`src/rtl/chkin_watchdog.sv`:
```
module chkin_watchdog #(
  parameter int CHANNELS = 8,
  parameter int CNT_W    = 32,
  parameter int ADDR_W   = 4,
  parameter int DATA_W   = 32,
  parameter logic [DATA_W-1:0] MAGIC = 32'h6E524635
) (
  input  logic              clk,
  input  logic              rst_n,
  input  logic              wr_en,
  input  logic [ADDR_W-1:0] wr_addr,
  input  logic [DATA_W-1:0] wr_data,
  input  logic              start,
  input  logic              tick,
  input  logic              dbg_halt,
  output logic              rst_req,
  output logic              timed_out,
  output logic              running,
  output logic [CNT_W-1:0]  count
);
  localparam int RR_BASE   = 2 ** (ADDR_W - 1);
  localparam int PAUSE_BIT = 8;

  logic [CNT_W-1:0]    reload_val;
  logic [CHANNELS-1:0] mask, flags, hit;
  logic                pause_dbg;

  genvar i;
  generate
    for (i = 0; i < CHANNELS; i++) begin : g_hit
      assign hit[i] = running && wr_en && wr_addr == ADDR_W'(RR_BASE + i) && wr_data == MAGIC;
    end
  endgenerate

  wire cfg_ok   = wr_en && !running;
  wire all_in   = running && (mask != '0) && ((flags & mask) == mask);
  wire tick_act = running && tick && !(pause_dbg && dbg_halt);
  wire expire   = tick_act && count == '0 && !all_in;

  always_ff @(posedge clk) begin
    if (!rst_n) begin
      reload_val <= '1;
      mask       <= CHANNELS'(1);
      pause_dbg  <= 1'b0;
      flags      <= '0;
      running    <= 1'b0;
      count      <= '0;
      rst_req    <= 1'b0;
      timed_out  <= 1'b0;
    end else begin
      rst_req <= expire;
      if (expire) timed_out <= 1'b1;
      if (cfg_ok && wr_addr == ADDR_W'(0)) reload_val <= wr_data[CNT_W-1:0];
      if (cfg_ok && wr_addr == ADDR_W'(1)) begin
        mask      <= wr_data[CHANNELS-1:0];
        pause_dbg <= wr_data[PAUSE_BIT];
      end
      if (!running) begin
        if (start) begin
          running <= 1'b1;
          count   <= reload_val;
        end
      end else if (all_in || expire) begin
        count <= reload_val;
        flags <= hit;
      end else begin
        if (tick_act) count <= count - CNT_W'(1);
        flags <= flags | hit;
      end
    end
  end

  // counter holds zero until started
  a_r2_idle_zero: assert property (@(posedge clk) disable iff (!rst_n)
    !running |-> count == '0);

  // reset request always accompanied by the sticky flag
  a_r4_req_flag: assert property (@(posedge clk) disable iff (!rst_n)
    rst_req |-> timed_out);

  // sticky flag never drops
  a_r4_sticky: assert property (@(posedge clk) disable iff (!rst_n)
    timed_out |=> timed_out);

  // without a tick or reload the count holds
  a_r3_hold: assert property (@(posedge clk) disable iff (!rst_n)
    running && !tick && !all_in |=> count == $past(count));

  // after a reload only same-cycle check-ins remain
  a_r7_clear: assert property (@(posedge clk) disable iff (!rst_n)
    all_in |=> flags == $past(hit) && count == $past(reload_val));

  // a reload never raises a reset request
  a_r8_reload_wins: assert property (@(posedge clk) disable iff (!rst_n)
    all_in |=> !rst_req);

  // configuration locked while running
  a_r9_locked: assert property (@(posedge clk) disable iff (!rst_n)
    running |=> $stable(reload_val) && $stable(mask) && $stable(pause_dbg));

  // a paused halt freezes the counter
  a_r10_pause: assert property (@(posedge clk) disable iff (!rst_n)
    running && pause_dbg && dbg_halt && !all_in |=> count == $past(count));
endmodule

```
`config.mk`:
```
export PLATFORM = sky130hd
export DESIGN_NAME = chkin_watchdog
export DESIGN_NICKNAME = d
export VERILOG_FILES = /design/src/rtl/chkin_watchdog.sv
export SDC_FILE = /design/constraint.sdc
export NUM_CORES = 1
export LEC_CHECK = 0
export ABC_AREA = 1
export BUFFER_PORTS_ARGS = -buffer_cell sky130_fd_sc_hd__clkbuf_2
export CAP_MARGIN = 20
export CELL_PAD_IN_SITES_DETAIL_PLACEMENT = 0
export CELL_PAD_IN_SITES_GLOBAL_PLACEMENT = 2
export CORE_MARGIN = 5
export CORE_UTILIZATION = 32
export DETAILED_ROUTE_END_ITERATION = 8
export GPL_TIMING_DRIVEN = 0
export HOLD_SLACK_MARGIN = 0.05
export PLACE_DENSITY = 0.85
export SYNTH_ARGS = -nofsm -noshare
export SYNTH_HDL_FRONTEND = slang
export SYNTH_SLANG_ARGS = --single-unit
```
`constraint.sdc`:
```
create_clock -name clk -period 5.1 [get_ports clk]
set_input_delay 0.765 -clock clk [delete_from_list [all_inputs] [get_ports clk]]
set_output_delay 0.765 -clock clk [all_outputs]
set_load 0.05 [all_outputs]
```
==> qor.txt, run 1 <==
======================================================================================
Total of warnings raised by yosys .......................................            0
First-pass GRT wire length ..............................................     23940 um
Critical path data arrival time .........................................      2410 ps
Most frequent cells in the layout ....................................... sky130_fd_sc_hd__nand2_1, sky130_fd_sc_hd__inv_1, sky130_fd_sc_hd__nor2_1
Remaining DRCs ..........................................................            0
Worst IR Drop VDD .......................................................    0.1431 mV
Fraction of layout cells with a size suffix above 1 .....................       14.01%
Sw Ratio ................................................................       34.87%
Die span in x ...........................................................     129.9 um
Net count, final ........................................................          866
Syn_area_per_cell .......................................................  6.239 sq um
Area added between synthesis and finish .................................       19.65%
Time the worst path needs with I/O delays and setup .....................      2161 ps
Die span in y ...........................................................     129.9 um
Antenna cells ...........................................................            0
Internal Dissipation ....................................................   0.001205 W
H-Tree Depth ............................................................            3
Proportion of power drawn by the clock network ..........................        36.7%
Worst setup skew after layout ...........................................     6.410 ps
Number of library cell types mapped by synthesis ........................           28
Fin worst setup slack ...................................................      2939 ps
Register area ...........................................................   1682 sq um
Critical Path Source Type ...............................................         flop
Total power of the final layout .........................................   0.001851 W
Area of the multi-input gates ...........................................   2379 sq um
Critical path endpoint category .........................................         flop
Number of synthesized register bits .....................................           84
Comb power frac .........................................................        23.8%
Power per unit of standard cell area .................................... 336.4 nW/um^2
Power share of the sequential group .....................................        39.5%
Global placer's final weighted congestion ...............................       0.8706
Synthesized netlist net count ...........................................          780
Gate count of the mapped netlist ........................................          737
TritonCTS clock tree ....................................................          yes
Worst setup timing slack at the placement stage .........................      2735 ps
Total of fill cells in the finished design ..............................         1574
CP Data Required Time ...................................................      5340 ps
Clock Sinks .............................................................           84
Number of clock buffers inserted by TritonCTS ...........................            9
Vias per cell ...........................................................        4.728
Pins Over Slew Limit ....................................................            0
Routed Wire Length ......................................................     14910 um
Initial standard-cell utilization of the core ...........................       32.87%
Largest net degree at the start of global routing .......................           15
Final antenna-violating net count .......................................            0
Placed cells ............................................................          992
Maximum clock rate ......................................................   0.4628 GHz
Post-detailed-route wirelength per cell .................................     14.79 um
Number of gates resized after CTS .......................................            0
Aggregate global routing overflow .......................................            0
Total GRT Usage .........................................................       18.30%
Number of hold violations in the final report ...........................            0
Category of the most critical setup path ................................      reg2reg
Finished Layout Cells ...................................................         1008
Die Footprint ...........................................................  16870 sq um
Accumulated negative setup slack ........................................         0 ps
Total of hold buffers inserted after clock tree synthesis ...............            0
Static Leak .............................................................     2.850 nW
Setup repair after global routing missed its margin .....................        false
CTS max path bufs .......................................................            2
Hold Worst Slack ........................................................     468.0 ps
Switching pwr ...........................................................  0.0006453 W
Antenna violations before repair ........................................            0
Most common library cell in the layout ignoring fill and taps ........... sky130_fd_sc_hd__nand2_1
Max-cap violations ......................................................            0
Core outline area .......................................................  13990 sq um
Transition time at the pin with the least slew margin ...................     582.7 ps
Worst Path Max Fanout ...................................................           10
Clock slew at the register clock pins of the worst setup and hold paths .        60 ps
IO buf count ............................................................           75
Number of setup violations in the final report ..........................            0
Rows ....................................................................           43
First DRT Iteration DRCs ................................................          259
Ports placed on the boundary ............................................           77
Type of the tightest min-delay check ....................................      reg2reg
Clock root buffer master ................................................ sky130_fd_sc_hd__clkbuf_16
Fraction of the yosys area taken by sequential cells ....................       36.57%
Post-synthesis cell area ................................................   4598 sq um
Via count ...............................................................         4766
Worst slew margin .......................................................       61.15%
Detailed placement HPWL .................................................     11850 um
Final worst path period share ...........................................       42.37%
Post-CTS setup buffer count .............................................            0
First-pass iteration count of the detailed router .......................            5
Status .................................................................. finished, final reports clean
Number of global-route vias before repair ...............................         4497
Clock latency on the worst-skew pair ....................................       350 ps
======================================================================================
layout make-up:
| cell class | count | share of cell area, % |
|---|---|---|
| clock inverter | 6 | 1.160 |
| inverter | 107 | 7.300 |
| tap | 180 | 4.094 |
| buffer | 27 | 2.479 |
| clock buffer | 10 | 4.344 |
| multi-input combinational | 519 | 43.23 |
| sequential | 84 | 30.57 |
| timing repair buffer | 75 | 6.823 |
registers in the layout (all words and copies together) (netlist names):
signal	cells
timed_out	1
rst_req	1
running	1
pause_dbg	1
flags	8
count	32
mask	8
reload_val	32
metal layers:
metal	vias to the layer above	global-route usage, %	wire length (um)
met5	-	0	0
met3	11	2.743	572
met1	2179	25.56	7315
li1	2484	-	-
met4	0	4.951	174
met2	92	29.54	6848
synth_stat cells, drive strengths merged:
library cell,count,area (sq um)
nor3,7,35.03
dfxtp,84,1682
buf,13,83.82
xor2,21,183.9
nand3b,2,15.01
o21a,1,7.510
o21ai,15,75.07
a21oi,50,250.2
nand3,78,402.9
nor3b,1,7.510
nor4,5,31.28
nor4b,1,8.760
clkinv,2,7.510
nand4,8,50.05
ha,1,12.51
nor2,92,367.9
clkbuf,14,52.55
inv,105,394.1
nand2,228,863.3
o211ai,9,67.56
through the flow:
stage	utilization, %	cell area [sq um]
after CTS	39.33	5502
after global routing	39.33	5502
after global placement	37.16	5199
after detailed placement	37.16	5199
final	39.33	5502
after floorplan	-	4598
power groups by stage:
stage / sequential, W / clock [W] / combinational (W)
2_1_floorplan: 0.000836 / 0 / 0.000223
3_3_place_gp: 0.000745 / 0 / 0.000440
3_5_place_dp: 0.000746 / 0 / 0.000441
4_1_cts: 0.000731 / 0.000694 / 0.000442
5_1_grt: 0.000735 / 0.000733 / 0.000491
6_report: 0.000731 / 0.000679 / 0.000440
path summary, 6_finish.rpt:
path,startpoint,to,slack (ps),depth (start not counted)
worst min-delay path,flags[2],flags[2],470,2
worst max-delay path,count[0],count[22],2940,15
worst min register to register,flags[2],flags[2],470,2
worst max register to register,count[0],count[22],2940,15
critical path, stage by stage (launching register included):
cell and delay (ps):
sky130_fd_sc_hd__dfxtp_1 310, sky130_fd_sc_hd__inv_1 110, sky130_fd_sc_hd__ha_1 310, sky130_fd_sc_hd__nand2_2 130, sky130_fd_sc_hd__nor2_4 210, sky130_fd_sc_hd__nand2_1 90
sky130_fd_sc_hd__nor2_2 100, sky130_fd_sc_hd__nand2_2 100, sky130_fd_sc_hd__nand3_4 120, sky130_fd_sc_hd__inv_2 50, sky130_fd_sc_hd__buf_6 150, sky130_fd_sc_hd__buf_6 150
sky130_fd_sc_hd__nand2_1 60, sky130_fd_sc_hd__nand3_1 60, sky130_fd_sc_hd__nand2_1 60, sky130_fd_sc_hd__inv_1 30
cell families after synthesis:
family / Yosys count / synth area share, %
AO/OA/AOI/OAI: 75 / 8.707
XOR/XNOR: 21 / 4.000
adder cells (fa/ha/maj): 1 / 0.2721
buffers and inverters: 134 / 11.70
flip-flops: 84 / 36.57
AND/OR/NAND/NOR: 422 / 38.75
Power figures use the tool's default switching activity.
==> run 2: changes to the inputs <==
- CORE_UTILIZATION: 32 -> 30
- PLACE_DENSITY: 0.85 -> 0.8
- clock period: 5.1 -> 2.2 ns (I/O delays scaled with it)
==> qor.txt, run 2 (synthesized netlist as in run 1, its figures left out) <==
======================================================================================
First-pass GRT wire length ..............................................     23950 um
Antenna violations before repair ........................................            0
Worst Path Max Fanout ...................................................           10
Clock slew at the register clock pins of the worst setup and hold paths .        60 ps
Clock root buffer master ................................................ sky130_fd_sc_hd__clkbuf_16
Core outline area .......................................................  15150 sq um
Final worst path period share ...........................................       89.70%
Vias per cell ...........................................................        4.617
Worst-case hold path end point .......................................... reload_val[28]
Finished Layout Cells ...................................................         1017
Final antenna-violating net count .......................................            0
Max-cap violations ......................................................            0
Setup repair after global routing missed its margin .....................        false
Remaining DRCs ..........................................................            0
Slowest stage delay, CP .................................................       310 ps
Power per unit of standard cell area .................................... 786.4 nW/um^2
Status .................................................................. finished, final reports clean
Transition time at the pin with the least slew margin ...................     615.2 ps
TritonCTS clock tree ....................................................          yes
Critical register-to-register path startpoint ...........................     count[0]
H-Tree Depth ............................................................            3
Worst reg2reg endpoint ..................................................    count[20]
Global placer's final weighted congestion ...............................       0.8528
Rows ....................................................................           45
Time the worst path needs with I/O delays and setup .....................      1973 ps
CTS max path bufs .......................................................            2
Critical path endpoint category .........................................         flop
Antenna cells ...........................................................            0
Most common library cell in the layout ignoring fill and taps ........... sky130_fd_sc_hd__nand2_1
Worst setup skew after layout ...........................................     7.430 ps
Category of the most critical setup path ................................      reg2reg
Worst slew margin .......................................................       58.98%
Number of global-route vias before repair ...............................         4362
Source of the worst hold timing path ....................................  wr_data[28]
Number of cells on the worst reg-to-reg path ............................           15
Die Footprint ...........................................................  17900 sq um
First-pass iteration count of the detailed router .......................            4
Number of cells on the worst hold path ..................................            3
Number of setup violations in the final report ..........................            0
Net count, final ........................................................          868
Aggregate global routing overflow .......................................            0
Static Leak .............................................................     2.876 nW
Total GRT Usage .........................................................       17.14%
Series of cell instances along the critical path ........................ inv_1, ha_4, nand2_2, nor2_4, nand2_1, nor2_2, nand2_2, nand3_4, inv_2, buf_6, buf_6, nand2_1, nand3_1, nand2_1, inv_1
Critical path data arrival time .........................................      2220 ps
Number of hold violations in the final report ...........................            0
Type of the tightest min-delay check ....................................       in2reg
Critical Path Source Type ...............................................         flop
Accumulated negative setup slack ........................................         0 ps
Cell with the largest stage delay on the worst path ..................... sky130_fd_sc_hd__dfxtp_1
Total of hold buffers inserted after clock tree synthesis ...............            0
Maximum clock rate ......................................................   0.5068 GHz
Register-to-Register Setup Slack ........................................       230 ps
Die span in y ...........................................................     133.8 um
First DRT Iteration DRCs ................................................          229
Post-detailed-route wirelength per cell .................................     14.96 um
Clock latency on the worst-skew pair ....................................       350 ps
Worst IR Drop VDD .......................................................    0.3889 mV
Via count ...............................................................         4695
Biggest regs ............................................................ count: 32 flops, reload_val: 32 flops
Largest net degree at the start of global routing .......................           14
Ports placed on the boundary ............................................           77
Detailed placement HPWL .................................................     12000 um
Placed cells ............................................................         1000
Die span in x ...........................................................     133.8 um
Routed Wire Length ......................................................     15210 um
Pins Over Slew Limit ....................................................            0
Clock Sinks .............................................................           84
Area added between synthesis and finish .................................       20.71%
IO buf count ............................................................           75
Most frequent cells in the layout ....................................... sky130_fd_sc_hd__nand2_1, sky130_fd_sc_hd__inv_1, sky130_fd_sc_hd__nor2_1
Initial standard-cell utilization of the core ...........................       30.36%
Fraction of layout cells with a size suffix above 1 .....................       14.35%
CP Data Required Time ...................................................      2450 ps
Most common cell type on the critical path .............................. sky130_fd_sc_hd__nand2_1
Number of clock buffers inserted by TritonCTS ...........................            9
======================================================================================
[run 2: changes by cell type in the layout (fill, tap and decap cells not counted), sizes merged]
cell      previous run  this run
clkinvlp             2         0
buf                 13        15
inv                105       106
clkinv               5         3
clkbuf              99       101
[run 2: area by class of cell]
cell class | instances | area (sq um)
Timing Repair Buffer | 77 | 390.4
Sequential cell | 84 | 1682
Tap cell | 188 | 235.2
Multi-Input combinational cell | 519 | 2391
Fill cell | 1686 | 9595
Buffer | 27 | 137.6
Inverter | 107 | 404.1
Clock buffer | 12 | 266.5
Clock inverter | 3 | 43.79
[run 2: worst max path at each step]
stage             start        end  slack, ps  cells past startpoint
5_1_grt         running    mask[3]          4                      7
3_3_place_gp   count[0]  count[20]         30                     15
3_5_place_dp   count[0]  count[16]         20                     15
2_1_floorplan  count[0]  count[25]        160                     13
4_1_cts        count[0]  count[16]          4                     15
6_report       count[0]  count[20]        230                     15
[run 2: power by group]
part	switching [W]	internal, W
clock	0.000667	0.000970
sequential	0.0000924	0.00160
combinational	0.000741	0.000292
total	0.00150	0.00286
[run 2: per-layer routing]
metal | vias up | share of wire [%] | wire, um | GRT usage (%)
met1 | 2079 | 48 | 7270 | 23.06
met2 | 111 | 46 | 7043 | 27.99
li1 | 2483 | - | - | -
met5 | - | 0 | 0 | 0
met3 | 22 | 4.2 | 646 | 3.376
met4 | 0 | 1.7 | 251 | 4.914
[run 2: critical path: cells and delay by family, from the launching register on]
kind | cells | cell delay, ps
buffers and inverters | 5 | 530
adders and majority gates | 1 | 200
DFF | 1 | 310
and+or+nand+nor | 9 | 820
[run 2: through the flow]
stage	util, %	worst slack (ps)	instance area, sq um	power, W	hold slack (ps)
6_report	36.65	226.7	5550	0.004365	207.1
2_1_floorplan	-	157.5	4598	0.002454	442.0
4_1_cts	36.44	4.005	5519	0.004392	197.7
5_1_grt	36.65	3.761	5550	0.004580	212.5
3_3_place_gp	34.39	30.95	5209	0.002755	456.6
3_5_place_dp	34.39	17.30	5209	0.002755	457.2
[run 2: repair_timing]
| action | in CTS | in global routing |
|---|---|---|
| buffers inserted | 0 | 2 |
| endpoints found under the setup margin | 0 | 26 |
| endpoints found under the hold margin | 0 | 0 |
| gates resized for setup | 0 | 5 |
==> run 3: changes to the inputs <==
- BUFFER_PORTS_ARGS: -buffer_cell sky130_fd_sc_hd__clkbuf_2 -> unset
- CORE_UTILIZATION: 30 -> 34
- DONT_BUFFER_PORTS: unset -> 1
==> qor.txt, run 3 (synthesized netlist as in run 1, its figures left out) <==
======================================================================================
Critical path data arrival time .........................................      2300 ps
CTS max path bufs .......................................................            2
Total power of the final layout .........................................   0.004154 W
Number of setup violations in the final report ..........................            0
Switching pwr ...........................................................   0.001473 W
Total of fill cells in the finished design ..............................         1448
Number of global-route vias before repair ...............................         4238
Aggregate global routing overflow .......................................            0
Remaining DRCs ..........................................................            0
Finished Core Util ......................................................       39.51%
Die span in x ...........................................................     126.3 um
Global placer's final weighted congestion ...............................       0.8564
Area added between synthesis and finish .................................       13.80%
Category of the most critical setup path ................................      reg2reg
Via count ...............................................................         4359
Power per unit of standard cell area .................................... 793.8 nW/um^2
Transition time at the pin with the least slew margin ...................     608.0 ps
Static Leak .............................................................     2.558 nW
Internal Dissipation ....................................................   0.002681 W
Worst IR Drop VDD .......................................................    0.3703 mV
Biggest regs ............................................................ count: 32 flops, reload_val: 32 flops
Detailed placement HPWL .................................................     11570 um
Maximum clock rate ......................................................   0.4886 GHz
Worst Path Max Fanout ...................................................           10
Final worst path period share ...........................................       93.03%
Critical path endpoint category .........................................         flop
Setup repair after global routing missed its margin .....................        false
Clock Sinks .............................................................           84
Comb power frac .........................................................        16.8%
Type of the tightest min-delay check ....................................       in2reg
Number of hold violations in the final report ...........................            0
Clock latency on the worst-skew pair ....................................       350 ps
First-pass iteration count of the detailed router .......................            4
Critical Path Source Type ...............................................         flop
Worst setup path end ....................................................     count[9]
Rows ....................................................................           42
Number of clock buffers inserted by TritonCTS ...........................            9
Max-cap violations ......................................................            0
Worst slew margin .......................................................       59.46%
Critical register-to-register path startpoint ...........................      running
Most frequent cells in the layout ....................................... sky130_fd_sc_hd__nand2_1, sky130_fd_sc_hd__inv_1, sky130_fd_sc_hd__nor2_1
Pins Over Slew Limit ....................................................            0
First-pass GRT wire length ..............................................     23450 um
Largest net degree at the start of global routing .......................           15
IO buf count ............................................................            0
Number of cells on the worst hold path ..................................            2
Power share of the sequential group .....................................        47.2%
Sw Ratio ................................................................       35.45%
Register-to-Register Setup Slack ........................................       150 ps
Antenna cells ...........................................................            0
Clock root buffer master ................................................ sky130_fd_sc_hd__clkbuf_16
Post-detailed-route wirelength per cell .................................     15.89 um
Vias per cell ...........................................................        4.682
Worst setup skew after layout ...........................................     6.096 ps
Net count, final ........................................................          793
Final antenna-violating net count .......................................            0
Antenna violations before repair ........................................            0
Initial standard-cell utilization of the core ...........................       34.72%
Status .................................................................. finished, final reports clean
First DRT Iteration DRCs ................................................          255
TritonCTS clock tree ....................................................          yes
CP Data Required Time ...................................................      2450 ps
Ports placed on the boundary ............................................           77
Core outline area .......................................................  13240 sq um
Worst reg2reg endpoint ..................................................     count[9]
Fraction of layout cells with a size suffix above 1 .....................       11.39%
Beginning of the critical path ..........................................      running
Most common library cell in the layout ignoring fill and taps ........... sky130_fd_sc_hd__nand2_1
Number of cells on the worst reg-to-reg path ............................           12
Clock slew at the register clock pins of the worst setup and hold paths .        70 ps
Die Footprint ...........................................................  15950 sq um
Time the worst path needs with I/O delays and setup .....................      2047 ps
Proportion of power drawn by the clock network ..........................        36.0%
Hold Worst Slack ........................................................     91.24 ps
Die span in y ...........................................................     126.3 um
H-Tree Depth ............................................................            3
Routed Wire Length ......................................................     14790 um
Total GRT Usage .........................................................       18.71%
======================================================================================
[run 3: cell count changes in the layout (fill, tap and decap cells not counted), sizes merged]
cell and delta:
clkbuf -76, bufinv -1, clkinv +2, clkinvlp +1
[run 3: timing repair]
action,4_1_cts,5_1_grt
resized for setup,7,47
setup endpoints to repair,43,36
pin swaps,0,1
setup buffers,0,2
cloned,0,0
hold buffers,0,0
[run 3: critical path, cell delays in order (launching register included)]
cell                       delay (ps)
sky130_fd_sc_hd__dfxtp_4          400
sky130_fd_sc_hd__buf_4            190
sky130_fd_sc_hd__nand2_1           70
sky130_fd_sc_hd__nor2_1            40
sky130_fd_sc_hd__inv_1             40
sky130_fd_sc_hd__nor2_1            30
sky130_fd_sc_hd__nand2_1          140
sky130_fd_sc_hd__nand3_1          140
sky130_fd_sc_hd__nand2_4          170
sky130_fd_sc_hd__clkbuf_1         440
sky130_fd_sc_hd__a21oi_1          140
sky130_fd_sc_hd__nand2_1          100
sky130_fd_sc_hd__inv_1             40
[run 3: area by class of cell]
| class | count | area [sq um] | share of cell area, % |
|---|---|---|---|
| buffer | 27 | 136.4 | 2.606 |
| clock buffer | 11 | 252.7 | 4.830 |
| clock inverter | 5 | 35.03 | 0.6695 |
| inverter | 107 | 409.1 | 7.819 |
| multi-input combinational | 519 | 2434 | 46.51 |
| sequential | 84 | 1730 | 33.07 |
| tap | 176 | 220.2 | 4.209 |
| timing repair buffer | 2 | 15.01 | 0.2869 |
[run 3: power groups by stage]
stage	sequential [W]	clock (W)	combinational (W)
6_report	0.00196	0.00150	0.000697
5_1_grt	0.00198	0.00160	0.000799
4_1_cts	0.00194	0.00154	0.000680
3_5_place_dp	0.00198	0	0.000670
3_3_place_gp	0.00197	0	0.000667
2_1_floorplan	0.00194	0	0.000517
[run 3: stage by stage]
step	setup WS [ps]	cell area, sq um	setup TNS (ps)	std cells
6_report	153.4	5233	0	931
5_1_grt	2.118	5233	0	931
4_1_cts	2.181	5125	0	929
3_5_place_dp	-219.0	4818	-5351	913
3_3_place_gp	-211.2	4818	-5110	913
2_1_floorplan	157.5	4598	0	737
[run 3: worst min-delay path by stage]
stage                           to  slack, ps           start
floorplan           reload_val[27]        440  reload_val[27]
global placement     reload_val[1]        450      wr_data[1]
detailed placement  reload_val[22]        450     wr_data[22]
CTS                  reload_val[1]         80      wr_data[1]
global route        reload_val[22]        100     wr_data[22]
finish              reload_val[31]         90     wr_data[31]
[run 3: layer usage]
metal / routed length (um) / track usage, %
met1: 6871 / 24.83
met2: 6958 / 30.27
met3: 749 / 3.993
met4: 212 / 6.372
met5: 0 / 0
